**config.mk**
```make
export PLATFORM = sky130hd
export DESIGN_NAME = result_queue
export DESIGN_NICKNAME = d
export VERILOG_FILES = /design/src/rtl/rfq_pkg.sv /design/src/rtl/rfq_store.sv /design/src/rtl/rfq_drain_ctl.sv /design/src/rtl/rfq_ovf_ctl.sv /design/src/rtl/result_queue.sv
export SDC_FILE = /design/constraint.sdc
export NUM_CORES = 1
export LEC_CHECK = 0
export BUFFER_PORTS_ARGS = -buffer_cell sky130_fd_sc_hd__buf_2
export CORE_MARGIN = 5
export CORE_UTILIZATION = 35
export DETAILED_ROUTE_END_ITERATION = 7
export PLACE_DENSITY = 0.55
export SYNTH_ARGS = -nofsm -noshare
export SYNTH_HDL_FRONTEND = slang
export SYNTH_HIERARCHICAL = 1
export SYNTH_SLANG_ARGS = --single-unit
```
**constraint.sdc**
```tcl
create_clock -name clk -period 3.35 [get_ports clk]
set_input_delay 0.335 -clock clk [delete_from_list [all_inputs] [get_ports clk]]
set_output_delay 0.335 -clock clk [all_outputs]
set_load 0.01 [all_outputs]
```
**src/rtl/rfq_pkg.sv**
```systemverilog
package rfq_pkg;
    typedef enum logic [1:0] {
        DRN_EMPTY   = 2'd0,
        DRN_PENDING = 2'd1,
        DRN_ACKED   = 2'd2
    } drain_state_t;

    typedef enum logic {
        OVF_CLEAR = 1'b0,
        OVF_SET   = 1'b1
    } ovf_state_t;
endpackage

```
**src/rtl/rfq_store.sv**
```systemverilog
module rfq_store #(
    parameter int DATA_W = 16,
    parameter int DEPTH  = 4,
    localparam int PTR_W = $clog2(DEPTH),
    localparam int CNT_W = $clog2(DEPTH + 1)
) (
    input  logic              clk,
    input  logic              rst_n,
    input  logic              push,
    input  logic [DATA_W-1:0] wdata,
    input  logic              pop,
    output logic [DATA_W-1:0] head,
    output logic [CNT_W-1:0]  level,
    output logic              empty,
    output logic              full
);
    logic [DATA_W-1:0] slot_q [DEPTH];
    logic [PTR_W-1:0]  wr_ptr, rd_ptr;

    generate
        for (genvar i = 0; i < DEPTH; i++) begin : g_slot
            always_ff @(posedge clk or negedge rst_n) begin
                if (!rst_n)
                    slot_q[i] <= '0;
                else if (push && wr_ptr == PTR_W'(i))
                    slot_q[i] <= wdata;
            end
        end
    endgenerate

    always_ff @(posedge clk or negedge rst_n) begin
        if (!rst_n) begin
            wr_ptr <= '0;
            rd_ptr <= '0;
            level  <= '0;
        end else begin
            if (push)
                wr_ptr <= (wr_ptr == PTR_W'(DEPTH - 1)) ? '0 : wr_ptr + 1'b1;
            if (pop)
                rd_ptr <= (rd_ptr == PTR_W'(DEPTH - 1)) ? '0 : rd_ptr + 1'b1;
            level <= level + CNT_W'(push) - CNT_W'(pop);
        end
    end

    assign empty = (level == '0);
    assign full  = (level == CNT_W'(DEPTH));
    assign head  = empty ? '0 : slot_q[rd_ptr];

    // push together with pop keeps the occupancy
    a_r5_push_pop_level: assert property (@(posedge clk) disable iff (!rst_n)
        (push && pop) |=> $stable(level));
    // no write into a full store unless a slot is freed in the same cycle
    a_r4_no_write_when_full: assert property (@(posedge clk) disable iff (!rst_n)
        (full && !pop) |-> !push);
endmodule

```
**src/rtl/rfq_drain_ctl.sv**
```systemverilog
module rfq_drain_ctl
    import rfq_pkg::*;
(
    input  logic clk,
    input  logic rst_n,
    input  logic push_ok,
    input  logic next_empty,
    input  logic clr_req,
    input  logic sel,
    input  logic en,
    output logic flag,
    output logic irq,
    output logic dma
);
    drain_state_t state_q, state_d;

    always_ff @(posedge clk or negedge rst_n) begin
        if (!rst_n)
            state_q <= DRN_EMPTY;
        else
            state_q <= state_d;
    end

    always_comb begin
        state_d = state_q;
        unique case (state_q)
            DRN_EMPTY: begin
                if (!next_empty)
                    state_d = DRN_PENDING;
            end
            DRN_PENDING: begin
                if (next_empty)
                    state_d = DRN_EMPTY;
                else if (clr_req && !sel && !push_ok)
                    state_d = DRN_ACKED;
            end
            DRN_ACKED: begin
                if (next_empty)
                    state_d = DRN_EMPTY;
                else if (push_ok)
                    state_d = DRN_PENDING;
            end
            default: state_d = DRN_EMPTY;
        endcase
    end

    always_comb begin
        flag = (state_q == DRN_PENDING);
        irq  = flag && en && !sel;
        dma  = flag && en && sel;
    end

    // a software clear in DMA mode never drops the flag
    a_r9_dma_clear_ignored: assert property (@(posedge clk) disable iff (!rst_n)
        (flag && sel && !next_empty) |=> flag);
    // an accepted result raises the flag on the next cycle
    a_r6_push_sets_flag: assert property (@(posedge clk) disable iff (!rst_n)
        push_ok |=> flag);
    // interrupt and DMA requests are exclusive
    a_r7_req_exclusive: assert property (@(posedge clk) disable iff (!rst_n)
        !(irq && dma));
endmodule

```
**src/rtl/rfq_ovf_ctl.sv**
```systemverilog
module rfq_ovf_ctl
    import rfq_pkg::*;
(
    input  logic clk,
    input  logic rst_n,
    input  logic drop,
    input  logic clr_req,
    input  logic en,
    output logic flag,
    output logic irq
);
    ovf_state_t state_q, state_d;

    always_ff @(posedge clk or negedge rst_n) begin
        if (!rst_n)
            state_q <= OVF_CLEAR;
        else
            state_q <= state_d;
    end

    always_comb begin
        state_d = state_q;
        unique case (state_q)
            OVF_CLEAR: if (drop) state_d = OVF_SET;
            OVF_SET:   if (clr_req && !drop) state_d = OVF_CLEAR;
            default:   state_d = OVF_CLEAR;
        endcase
    end

    always_comb begin
        flag = (state_q == OVF_SET);
        irq  = flag && en;
    end

    // a drop always leaves the flag set, even with a concurrent clear
    a_r12_drop_wins: assert property (@(posedge clk) disable iff (!rst_n)
        drop |=> flag);
    // without a clear the flag is sticky
    a_r10_sticky: assert property (@(posedge clk) disable iff (!rst_n)
        (flag && !clr_req) |=> flag);
endmodule

```
**src/rtl/result_queue.sv**
```systemverilog
module result_queue #(
    parameter int DATA_W = 16,
    parameter int DEPTH  = 4
) (
    input  logic              clk,
    input  logic              rst_n,
    input  logic              res_valid,
    input  logic [DATA_W-1:0] res_data,
    input  logic              pop_rd,
    output logic [DATA_W-1:0] pop_data,
    input  logic              flag_wr,
    input  logic [1:0]        flag_wdata,
    input  logic              drain_en,
    input  logic              drain_sel,
    input  logic              ovf_en,
    output logic              drain_flag,
    output logic              ovf_flag,
    output logic              drain_irq,
    output logic              drain_dma,
    output logic              ovf_irq
);
    localparam int CNT_W = $clog2(DEPTH + 1);

    logic [CNT_W-1:0] level, next_level;
    logic             empty, full, pop_ok, push_ok, drop;

    assign pop_ok     = pop_rd && !empty;
    assign push_ok    = res_valid && (!full || pop_ok);
    assign drop       = res_valid && full && !pop_ok;
    assign next_level = level + CNT_W'(push_ok) - CNT_W'(pop_ok);

    rfq_store #(.DATA_W(DATA_W), .DEPTH(DEPTH)) u_store (
        .clk   (clk),
        .rst_n (rst_n),
        .push  (push_ok),
        .wdata (res_data),
        .pop   (pop_ok),
        .head  (pop_data),
        .level (level),
        .empty (empty),
        .full  (full)
    );

    rfq_drain_ctl u_drain (
        .clk        (clk),
        .rst_n      (rst_n),
        .push_ok    (push_ok),
        .next_empty (next_level == '0),
        .clr_req    (flag_wr && flag_wdata[0]),
        .sel        (drain_sel),
        .en         (drain_en),
        .flag       (drain_flag),
        .irq        (drain_irq),
        .dma        (drain_dma)
    );

    rfq_ovf_ctl u_ovf (
        .clk     (clk),
        .rst_n   (rst_n),
        .drop    (drop),
        .clr_req (flag_wr && flag_wdata[1]),
        .en      (ovf_en),
        .flag    (ovf_flag),
        .irq     (ovf_irq)
    );

    // popping an empty queue changes nothing
    a_r3_empty_pop_stable: assert property (@(posedge clk) disable iff (!rst_n)
        (pop_rd && empty && !res_valid) |=> ($stable(level) && $stable(drain_flag)));
    // an empty queue never shows the drain flag
    a_r6_empty_no_flag: assert property (@(posedge clk) disable iff (!rst_n)
        empty |-> !drain_flag);
    // a full queue with a new result and no pop records an overflow
    a_r4_overflow_flagged: assert property (@(posedge clk) disable iff (!rst_n)
        (res_valid && full && !pop_rd) |=> (ovf_flag && full));
endmodule

```
==> impl_metrics.csv, run 1 <==
group,metric,value,unit
outcome,outcome,"finished, final reports clean",
grt,grtUsageTotal,12.1,%
drt,vias,2106,
floorplan,dieArea,12400,um^2
synthesis,synth_top_family_by_area,"multiplexers",
power_and_ir_drop,p_per_area,1020,nW/um^2
placement,io_buffers,46,
floorplan,initial_core_util,35.3,%
sta,finalSetupTns,0,ns
synthesis,syn_area,3590,um^2
grt,grt_max_degree,42,
grt,grt_first_pass_wirelength,11800,um
floorplan,core_area,10200,um^2
synthesis,syn_avg_cell_area,15.1,um^2
cts,path_clk_slew,0.09,ns
floorplan,core.rowCount,37,
sta,tightest_slew,0.884,ns
sta,drv_slew,0,
cts,cts-resized-gates,0,
sta,fmax,0.357,GHz
floorplan,io_pins,47,
synthesis,synthCells,238,
drt,drc,0,
floorplan,die_h,111,um
synthesis,ys_seq_area_share,51.5,%
final_layout,area_delta_synth_final,17.9,%
drt,ant_nets,0,
placement,dpl_cell_area,4000,um^2
sta,min_period,2.80,ns
sta,fin_crit_sh,83.6,%
power_and_ir_drop,power_frac_comb,42.5,%
power_and_ir_drop,power_frac_clock,19.4,%
placement,gp_congestion,0.701,
sta,finalHoldViolCount,0,
power_and_ir_drop,switchingPower,1.36,mW
final_layout,register_area,1850,um^2
worst_setup_path,cp-start-kind,"flip-flop",
placement,dp_hpwl,4740,um
final_layout,num-nets-final,330,
synthesis,yosys_warnings,6,
drt,drt_iter0_markers,49,
drt,finalWirelength,7070,um
cts,cts_buffer_depth,2,
sta,rsz0062_at_grt,"false",
worst_setup_path,crit_path_end_kind,"flip-flop",
cts,cts_tree,"yes",
drt,vias_per_cell,4.85,
final_layout,multi_input_area,1620,um^2
cts,htree_levels,3,
synthesis,synth_edf_count,0,
final_layout,layout_common_cells,"dfrtp_1 (74), mux2_2 (66), buf_2 (46)",
sta,slew_headroom,41.1,%
synthesis,synthAdderAreaFrac,4.25,%
worst_setup_path,crit_required,3.56,ns
worst_setup_path,crit_fanout,5,
power_and_ir_drop,ir_worst_vdd,0.000388,V
worst_hold_path,hold_class,"in -> async",
power_and_ir_drop,total_power,4.32,mW
drt,wl_per_cell,16.3,um
cts,clock-root-buffer,"clkbuf_8",
synthesis,synth_ff_type,"dfrtp_1",
power_and_ir_drop,p_int,2.96,mW
sta,setup_viol,0,
synthesis,synth_compound_area_share,1.39,%
final_layout,fillCellCount,988,
synthesis,ys_ff_latch,74,
final_layout,final_util,41.6,%
cts,cts-hold-fix-buffers,0,
worst_setup_path,arrival,3.01,ns
final_layout,fin_area,4240,um^2
cts,postCtsSetupBuffers,0,
grt,antenna_found_initial,0,
sta,setup_ws,0.549,ns
cts,cts_buffers,9,
flow_run,maxCapViolations,0,
grt,grt_pass1_vias,2253,
grt,overflow,0,
cts,insertion_delay,0.35,ns
synthesis,muxShareOfSynthArea,31.5,%
final_layout,antenna_cells,0,
synthesis,ys_types,31,
worst_setup_path,crit_type,"reg -> reg",
placement,pre_cts_slack,0.536,ns
synthesis,synth_xor_area_share,1.11,%
power_and_ir_drop,sw_frac_of_total,31.4,%
final_layout,drive_gt1_share,49.7,%
floorplan,die_x,111,um
sta,clock_skew,0.00793,ns
cts,clock-sinks,74,
power_and_ir_drop,seqPwrFrac,38.1,%
synthesis,syn_nets,275,
final_layout,final_common_cell,"dfrtp_1",
power_and_ir_drop,p_leak,1.94,nW
drt,dr.pass1.iters,4,
synthesis,synthSimpleGateAreaFrac,6.86,%
synthesis,ys_async_sr_fraction,100,%
layer usage:
metal  GRT usage [%]  vias to the layer above  part of all wire [%]
met4            4.87                        0                   1.6
li1                -                      969                     -
met2            18.7                       47                    47
met1            16.3                     1080                    47
met5               0                        -                     0
met3            3.06                       10                   4.6
per-stage QoR:
step | std cells | hold WS [ns]
floorplan | 238 | 0.0394
global placement | 418 | 0.472
detailed placement | 418 | 0.474
CTS | 434 | 0.0876
global route | 434 | 0.131
finish | 434 | 0.0653
layout make-up:
type                    count  share of cell area, %
clock buffers               9                   2.92
well taps                 136                   4.02
multi-input cells         141                   38.3
flip-flops and latches     74                   43.7
inverters                  13                   1.15
repair buffers             54                   7.14
clock inverters             7                   2.78
path summary, 6_finish.rpt:
check | startpoint | end | slack, ns | cells past startpoint
worst max register to register | u_store/level[1]$_DFF_PN0_ | u_drain/state_q[1]$_DFFE_PN0P_ | 0.55 | 12
max in group asynchronous | rst_n | u_store/slot_q[34]$_DFFE_PN0P_ | 2.58 | 2
min in group clk | res_data[12] | u_store/slot_q[28]$_DFFE_PN0P_ | 0.26 | 2
worst min-delay path | rst_n | u_store/slot_q[44]$_DFFE_PN0P_ | 0.07 | 1
worst max-delay path | u_store/level[1]$_DFF_PN0_ | u_drain/state_q[1]$_DFFE_PN0P_ | 0.55 | 12
worst min register to register | u_store/slot_q[47]$_DFFE_PN0P_ | u_store/slot_q[47]$_DFFE_PN0P_ | 0.50 | 1
power by group through the flow:
stage	clock, mW	sequential (mW)	combinational (mW)
after floorplan	0	1.51	1.48
after global placement	0	1.65	1.85
after detailed placement	0	1.67	1.88
after CTS	0.867	1.65	1.89
after global routing	0.909	1.71	2.04
final	0.839	1.65	1.84
cell usage after synthesis, types with 2 or more instances:
cell,n,area (um^2)
inv_1,13,48.8
mux4_1,8,210
nand2b_1,3,18.8
o21ai_0,3,15.0
and3_1,2,12.5
fa_1,2,40.0
xnor2_1,2,17.5
dfrtp_1,74,1850
nand2_1,5,18.8
ha_1,9,113
mux4_2,8,180
mux2_2,66,743
and2_1,19,119
buf_2,7,35.0
critical path: stages (launching register included):
cell      delay (ns)
dfrtp_1         0.43
or3_1           0.40
inv_1           0.06
nand2b_1        0.13
inv_1           0.11
o21ai_0         0.18
ha_1            0.15
inv_1           0.04
ha_1            0.18
fa_1            0.36
xnor3_1         0.38
nor3_2          0.17
a211oi_1        0.08
cell families (layout without fill, tap and decap cells):
kind of cell,Yosys count,in the layout
compound gates,7,7
xor+xnor,3,3
fa+ha+maj,11,11
buf+inv,23,83
flops,74,74
mux,82,82
simple gates,38,38
flip-flops by register name, indices dropped and copies added, names as in the netlist:
signal / count
u_drain/state_q: 2
u_ovf/flag: 1
u_store/level: 3
u_store/rd_ptr: 2
u_store/slot_q: 64
u_store/wr_ptr: 2
(Power assumes the default switching activity.)
==> run 2: changes to the inputs <==
PLACE_DENSITY = 0.57   (was 0.55)
clock period = 2.4 ns   (was 3.35 ns; I/O delays follow)
==> run 2 against run 1 <==
  * First-iteration DRC count is 16% lower
  * Clock skew is 0.0021 ns lower
  * Core utilization is 1.7 points higher
  * Sequential share of layout area fell by 1.7 points
  * Critical path depth down 1
  * Critical path type unchanged
  * Largest cell class unchanged
  * Largest power group unchanged
==> impl_metrics.csv, run 2 (synthesized netlist as in run 1, its figures left out) <==
group,metric,value,unit
outcome,outcome,"finished, final reports clean",
floorplan,core_area,10200,um^2
drt,ant_nets,0,
cts,clock-root-buffer,"clkbuf_8",
final_layout,largest_register_ffs,64,
worst_setup_path,crit_end,"u_drain/state_q[0]$_DFFE_PN0P_",
sta,slew_headroom,55.0,%
final_layout,fillCellCount,966,
placement,gp_congestion,0.733,
power_and_ir_drop,p_per_area,1400,nW/um^2
final_layout,drive_gt1_share,55.8,%
drt,wl_met1,3330,um
placement,io_buffers,46,
drt,drt_iter0_markers,41,
drt,finalWirelength,7100,um
floorplan,io_pins,47,
worst_setup_path,crit_type,"reg -> reg",
final_layout,antenna_cells,0,
sta,whs,0.175,ns
flow_run,maxCapViolations,0,
sta,min_period,2.37,ns
worst_setup_path,crit_path_end_kind,"flip-flop",
power_and_ir_drop,p_leak,1.99,nW
power_and_ir_drop,sw_frac_of_total,32.2,%
drt,drc,0,
floorplan,die_h,111,um
grt,overflow,0,
final_layout,area_delta_synth_final,22.7,%
sta,fmax,0.421,GHz
drt,wl_met3,331,um
sta,rsz0062_at_grt,"true",
floorplan,initial_core_util,35.3,%
grt,grt_pass1_vias,2300,
cts,path_clk_slew,0.08,ns
sta,drv_slew,0,
sta,clock_skew,0.00581,ns
power_and_ir_drop,power_frac_clock,16.3,%
worst_setup_path,rrSetupSlack,0.03,ns
sta,fin_crit_sh,98.9,%
cts,clock-sinks,74,
power_and_ir_drop,ir_worst_vdd,0.000411,V
worst_setup_path,crit_required,2.61,ns
sta,finalHoldViolCount,0,
drt,wl_per_cell,15.9,um
power_and_ir_drop,seqPwrFrac,35.3,%
drt,wl_met2,3360,um
sta,setup_viol,0,
cts,cts_buffers,9,
worst_setup_path,ff2ff_path_depth,11,
floorplan,dieArea,12400,um^2
floorplan,die_x,111,um
power_and_ir_drop,p_int,4.19,mW
cts,cts_buffer_depth,2,
grt,antenna_found_initial,0,
final_layout,num-nets-final,342,
grt,grt_max_degree,46,
cts,htree_levels,3,
drt,vias,2092,
final_layout,reg.largest.list,"u_store/slot_q x64, u_store/level x3",
final_layout,regMostFlops,"u_store/slot_q",
final_layout,final_util,43.3,%
worst_setup_path,reg2reg_to,"u_drain/state_q[0]$_DFFE_PN0P_",
worst_setup_path,rr_startpoint,"u_store/level[0]$_DFF_PN0_",
worst_setup_path,crit_fanout,3,
cts,cts_tree,"yes",
cts,insertion_delay,0.33,ns
power_and_ir_drop,switchingPower,1.99,mW
floorplan,core.rowCount,37,
power_and_ir_drop,power_frac_comb,48.4,%
drt,dr.pass1.iters,4,
worst_setup_path,cp-start-kind,"flip-flop",
worst_setup_path,startpoint,"u_store/level[0]$_DFF_PN0_",
placement,dp_hpwl,4800,um
worst_setup_path,arrival,2.59,ns
sta,finalSetupTns,0,ns
drt,dr.max_layer_used,"met4",
final_layout,layout_common_cells,"dfrtp_1 (74), mux2_2 (66), buf_2 (46)",
drt,vias_per_cell,4.69,
grt,grtUsageTotal,12.0,%
worst_hold_path,hold_class,"in -> reg",
final_layout,final_common_cell,"dfrtp_1",
sta,tightest_slew,0.675,ns
grt,grt_first_pass_wirelength,11800,um
==> run 2: cell types whose count changed in the layout (fill, tap and decap cells not counted), moves of 2 or more <==
cell        before  now
ha_1             9    6
inv_1           13   10
fa_2             0    2
bufinv_16        3    1
buf_12           1    3
ha_4             0    2
inv_2            0    2
buf_4            7   16
clkbuf_8         9   11
clkinv_4         2    0
clkinvlp_4       0    3
clkinv_2         2    0
fa_1             2    0
==> run 2: worst min path at each step <==
stage,start,end,slack [ns],cells past startpoint
6_report,res_data[3],u_store/slot_q[35]$_DFFE_PN0P_,0.17,2
2_1_floorplan,rst_n,u_drain/state_q[0]$_DFFE_PN0P_,-0.06,0
4_1_cts,res_data[7],u_store/slot_q[55]$_DFFE_PN0P_,0.16,2
3_3_place_gp,rst_n,u_store/slot_q[41]$_DFFE_PN0P_,0.32,1
3_5_place_dp,rst_n,u_store/slot_q[41]$_DFFE_PN0P_,0.32,1
5_1_grt,res_data[7],u_store/slot_q[55]$_DFFE_PN0P_,0.16,2
==> run 2: layer usage <==
metal / up-vias / global-route usage [%]
li1: 995 / -
met1: 1053 / 16.2
met2: 40 / 18.9
met3: 4 / 3.00
met4: 0 / 4.14
met5: - / 0
==> run 2: timing repair <==
action / CTS / global route
hold buffers: 1 / 0
endpoints found under the setup margin: 2 / 3
gates resized for setup: 1 / 7
setup buffers: 0 / 1
hold endpoints to repair: 29 / 0
cloned: 0 / 0
pin swaps: 1 / 2
==> run 2: area by class of cell <==
| type | count | area [um^2] | share of cell area [%] |
|---|---|---|---|
| flip-flops and latches | 74 | 1850 | 42.0 |
| multi-input cells | 141 | 1700 | 38.6 |
| repair buffers | 66 | 420 | 9.53 |
| well taps | 136 | 170 | 3.86 |
| clock buffers | 11 | 151 | 3.43 |
| clock inverters | 5 | 61.3 | 1.39 |
| inverters | 13 | 51.3 | 1.16 |
==> run 2: through the flow <==
| step | cell area [um^2] | power, mW | setup WS (ns) | instances |
|---|---|---|---|---|
| final | 4410 | 6.18 | 0.0256 | 446 |
| after global routing | 4410 | 6.65 | -0.0632 | 446 |
| after CTS | 4360 | 6.18 | 0.00456 | 445 |
| after detailed placement | 4130 | 5.15 | -0.0123 | 428 |
| after global placement | 4130 | 5.05 | 0.0388 | 428 |
| after floorplan | 3640 | 4.23 | -0.136 | 238 |
==> run 2: power by group through the flow <==
stage	Clock, mW	Sequential (mW)	Combinational, mW
2_1_floorplan	0	2.12	2.12
3_3_place_gp	0	2.18	2.88
3_5_place_dp	0	2.21	2.94
4_1_cts	1.04	2.18	2.95
5_1_grt	1.09	2.25	3.30
6_report	1.01	2.18	2.99
==> run 2: critical path: stages, from the launching register on <==
cell and delay (ns):
dfrtp_1 0.38, or3_4 0.39, inv_2 0.05, nand2b_4 0.12
inv_4 0.05, o21ai_4 0.13, ha_4 0.21, inv_2 0.06
ha_4 0.12, fa_2 0.45, nor3_4 0.23, a211oi_2 0.07
==> run 3: changes to the inputs <==
PLACE_DENSITY = unset   (was 0.57)
PLACE_DENSITY_LB_ADDON = 0.25   (was unset)
SKIP_CTS_REPAIR_TIMING = 1   (was unset)
==> run 3 against run 2 <==
  * Sequential power is 3% higher
  * Final cell count is 0.67% higher
  * Cell area is 2.0% higher
  * Hold slack worse by 0.0060 ns
  * Combinational power hardly changed
  * Setup slack worse by 0.017 ns
  * Maximum frequency is 0.71% lower
  * Sequential share of layout area is 0.81 points lower
  * Total power is 3.6% higher
  * Largest power group unchanged
  * Highest routed layer unchanged
==> impl_metrics.csv, run 3 (synthesized netlist as in run 1, its figures left out) <==
group,metric,value,unit
final_layout,fin_cells,449,
final_layout,drive_gt1_share,57.5,%
power_and_ir_drop,p_leak,2.02,nW
placement,dp_hpwl,4810,um
floorplan,die_x,111,um
cts,cts_buffer_depth,2,
final_layout,area_delta_synth_final,25.1,%
worst_setup_path,crit_path_end_kind,"flip-flop",
floorplan,dieArea,12400,um^2
worst_setup_path,cp.depth,12,
worst_setup_path,max_stage_delay,0.40,ns
placement,gp_congestion,0.750,
placement,dp_cells,427,
drt,ant_nets,0,
drt,vias_per_cell,4.74,
final_layout,final_common_cell,"dfrtp_1",
cts,cts_buffers,9,
drt,drt_iter0_markers,49,
placement,io_buffers,46,
worst_setup_path,critPathBufInv,3,
cts,clock-root-buffer,"clkbuf_8",
power_and_ir_drop,ir_worst_vdd,0.000523,V
worst_setup_path,crit_fanout,3,
placement,dpl_cell_area,4110,um^2
drt,vias,2128,
cts,insertion_delay,0.34,ns
sta,slew_headroom,43.3,%
sta,fin_crit_sh,99.6,%
final_layout,layout_common_cells,"dfrtp_1 (74), mux2_2 (66), buf_2 (46)",
final_layout,fin_area,4500,um^2
final_layout,antenna_cells,0,
sta,min_period,2.39,ns
worst_setup_path,crit_type,"reg -> reg",
sta,rsz0062_at_grt,"true",
worst_setup_path,cp-start-kind,"flip-flop",
sta,fmax,0.418,GHz
grt,overflow,0,
floorplan,die_h,111,um
final_layout,final_util,44.1,%
worst_setup_path,crit_family,"simple AND/OR/NAND/NOR gates",
final_layout,num-nets-final,345,
worst_setup_path,slowest_stage,"dfrtp_1",
floorplan,io_pins,47,
worst_setup_path,ff2ff_path_depth,12,
drt,drc,0,
outcome,outcome,"finished, final reports clean",
worst_setup_path,crit_top_cell,"ha_4",
grt,grt_pass1_vias,2242,
worst_setup_path,cp_cell_sequence,"or3_4, inv_2, nand2b_4, inv_6, o21ai_4, ha_4, inv_4, ha_4, fa_2, xnor3_1, nor3_4, a211oi_2",
final_layout,fillCellCount,962,
sta,finalHoldViolCount,0,
worst_setup_path,crit_end,"u_drain/state_q[0]$_DFFE_PN0P_",
floorplan,core.rowCount,37,
worst_hold_path,hold_class,"in -> reg",
drt,finalWirelength,7170,um
grt,grt_first_pass_wirelength,11600,um
sta,tightest_slew,0.850,ns
floorplan,initial_core_util,35.3,%
final_layout,reg.largest.list,"u_store/slot_q x64, u_store/level x3",
final_layout,regMostFlops,"u_store/slot_q",
worst_setup_path,rr_startpoint,"u_store/level[1]$_DFF_PN0_",
worst_setup_path,arrival,2.61,ns
worst_setup_path,reg2reg_to,"u_drain/state_q[0]$_DFFE_PN0P_",
cts,cts_tree,"yes",
sta,setup_viol,0,
sta,drv_slew,0,
sta,clock_skew,0.00949,ns
cts,htree_levels,3,
worst_setup_path,startpoint,"u_store/level[1]$_DFF_PN0_",
cts,clock-sinks,74,
drt,wl_per_cell,16.0,um
floorplan,core_area,10200,um^2
final_layout,largest_register_ffs,64,
grt,grt_max_degree,49,
sta,finalSetupTns,0,ns
power_and_ir_drop,total_power,6.40,mW
worst_setup_path,rrSetupSlack,0.009,ns
grt,grtUsageTotal,11.8,%
cts,path_clk_slew,0.09,ns
flow_run,maxCapViolations,0,
power_and_ir_drop,p_per_area,1420,nW/um^2
worst_setup_path,crit_required,2.62,ns
grt,antenna_found_initial,0,
drt,dr.pass1.iters,4,
==> run 3: worst min-delay path by stage <==
stage / startpoint / endpoint / slack, ns / cells past startpoint
floorplan: rst_n / u_drain/state_q[0]$_DFFE_PN0P_ / -0.06 / 0
global placement: rst_n / u_store/slot_q[41]$_DFFE_PN0P_ / 0.29 / 1
detailed placement: rst_n / u_store/slot_q[41]$_DFFE_PN0P_ / 0.32 / 1
CTS: rst_n / u_store/slot_q[41]$_DFFE_PN0P_ / -0.07 / 1
global route: res_data[15] / u_store/slot_q[47]$_DFFE_PN0P_ / 0.16 / 2
finish: res_data[9] / u_store/slot_q[25]$_DFFE_PN0P_ / 0.17 / 2
==> run 3: through the flow <==
stage,setup WS (ns),hold slack [ns]
2_1_floorplan,-0.136,-0.0556
3_3_place_gp,0.0400,0.294
3_5_place_dp,-0.0368,0.322
5_1_grt,-0.0922,0.156
6_report,0.00858,0.169
4_1_cts,-0.0492,-0.0688
==> run 3: layout make-up <==
type / instances / area, um^2 / area share [%]
clock buffer: 10 / 138 / 3.06
timing repair buffer: 69 / 434 / 9.66
inverter: 13 / 58.8 / 1.31
sequential: 74 / 1850 / 41.2
clock inverter: 6 / 114 / 2.53
multi-input combinational: 141 / 1730 / 38.5
tap: 136 / 170 / 3.79
==> run 3: layer usage <==
layer / share of wire [%] / global-route usage (%) / vias up
li1: - / - / 999
met1: 47 / 16.0 / 1081
met2: 47 / 18.6 / 39
met3: 3.7 / 2.67 / 9
met4: 1.5 / 4.38 / 0
met5: 0 / 0 / -
==> run 3: power breakdown <==
group	switching [mW]	internal [mW]	total (mW)
clock network	0.470	0.721	1.19
registers	0.357	1.88	2.24
logic	1.18	1.79	2.97
total	2.01	4.39	6.40
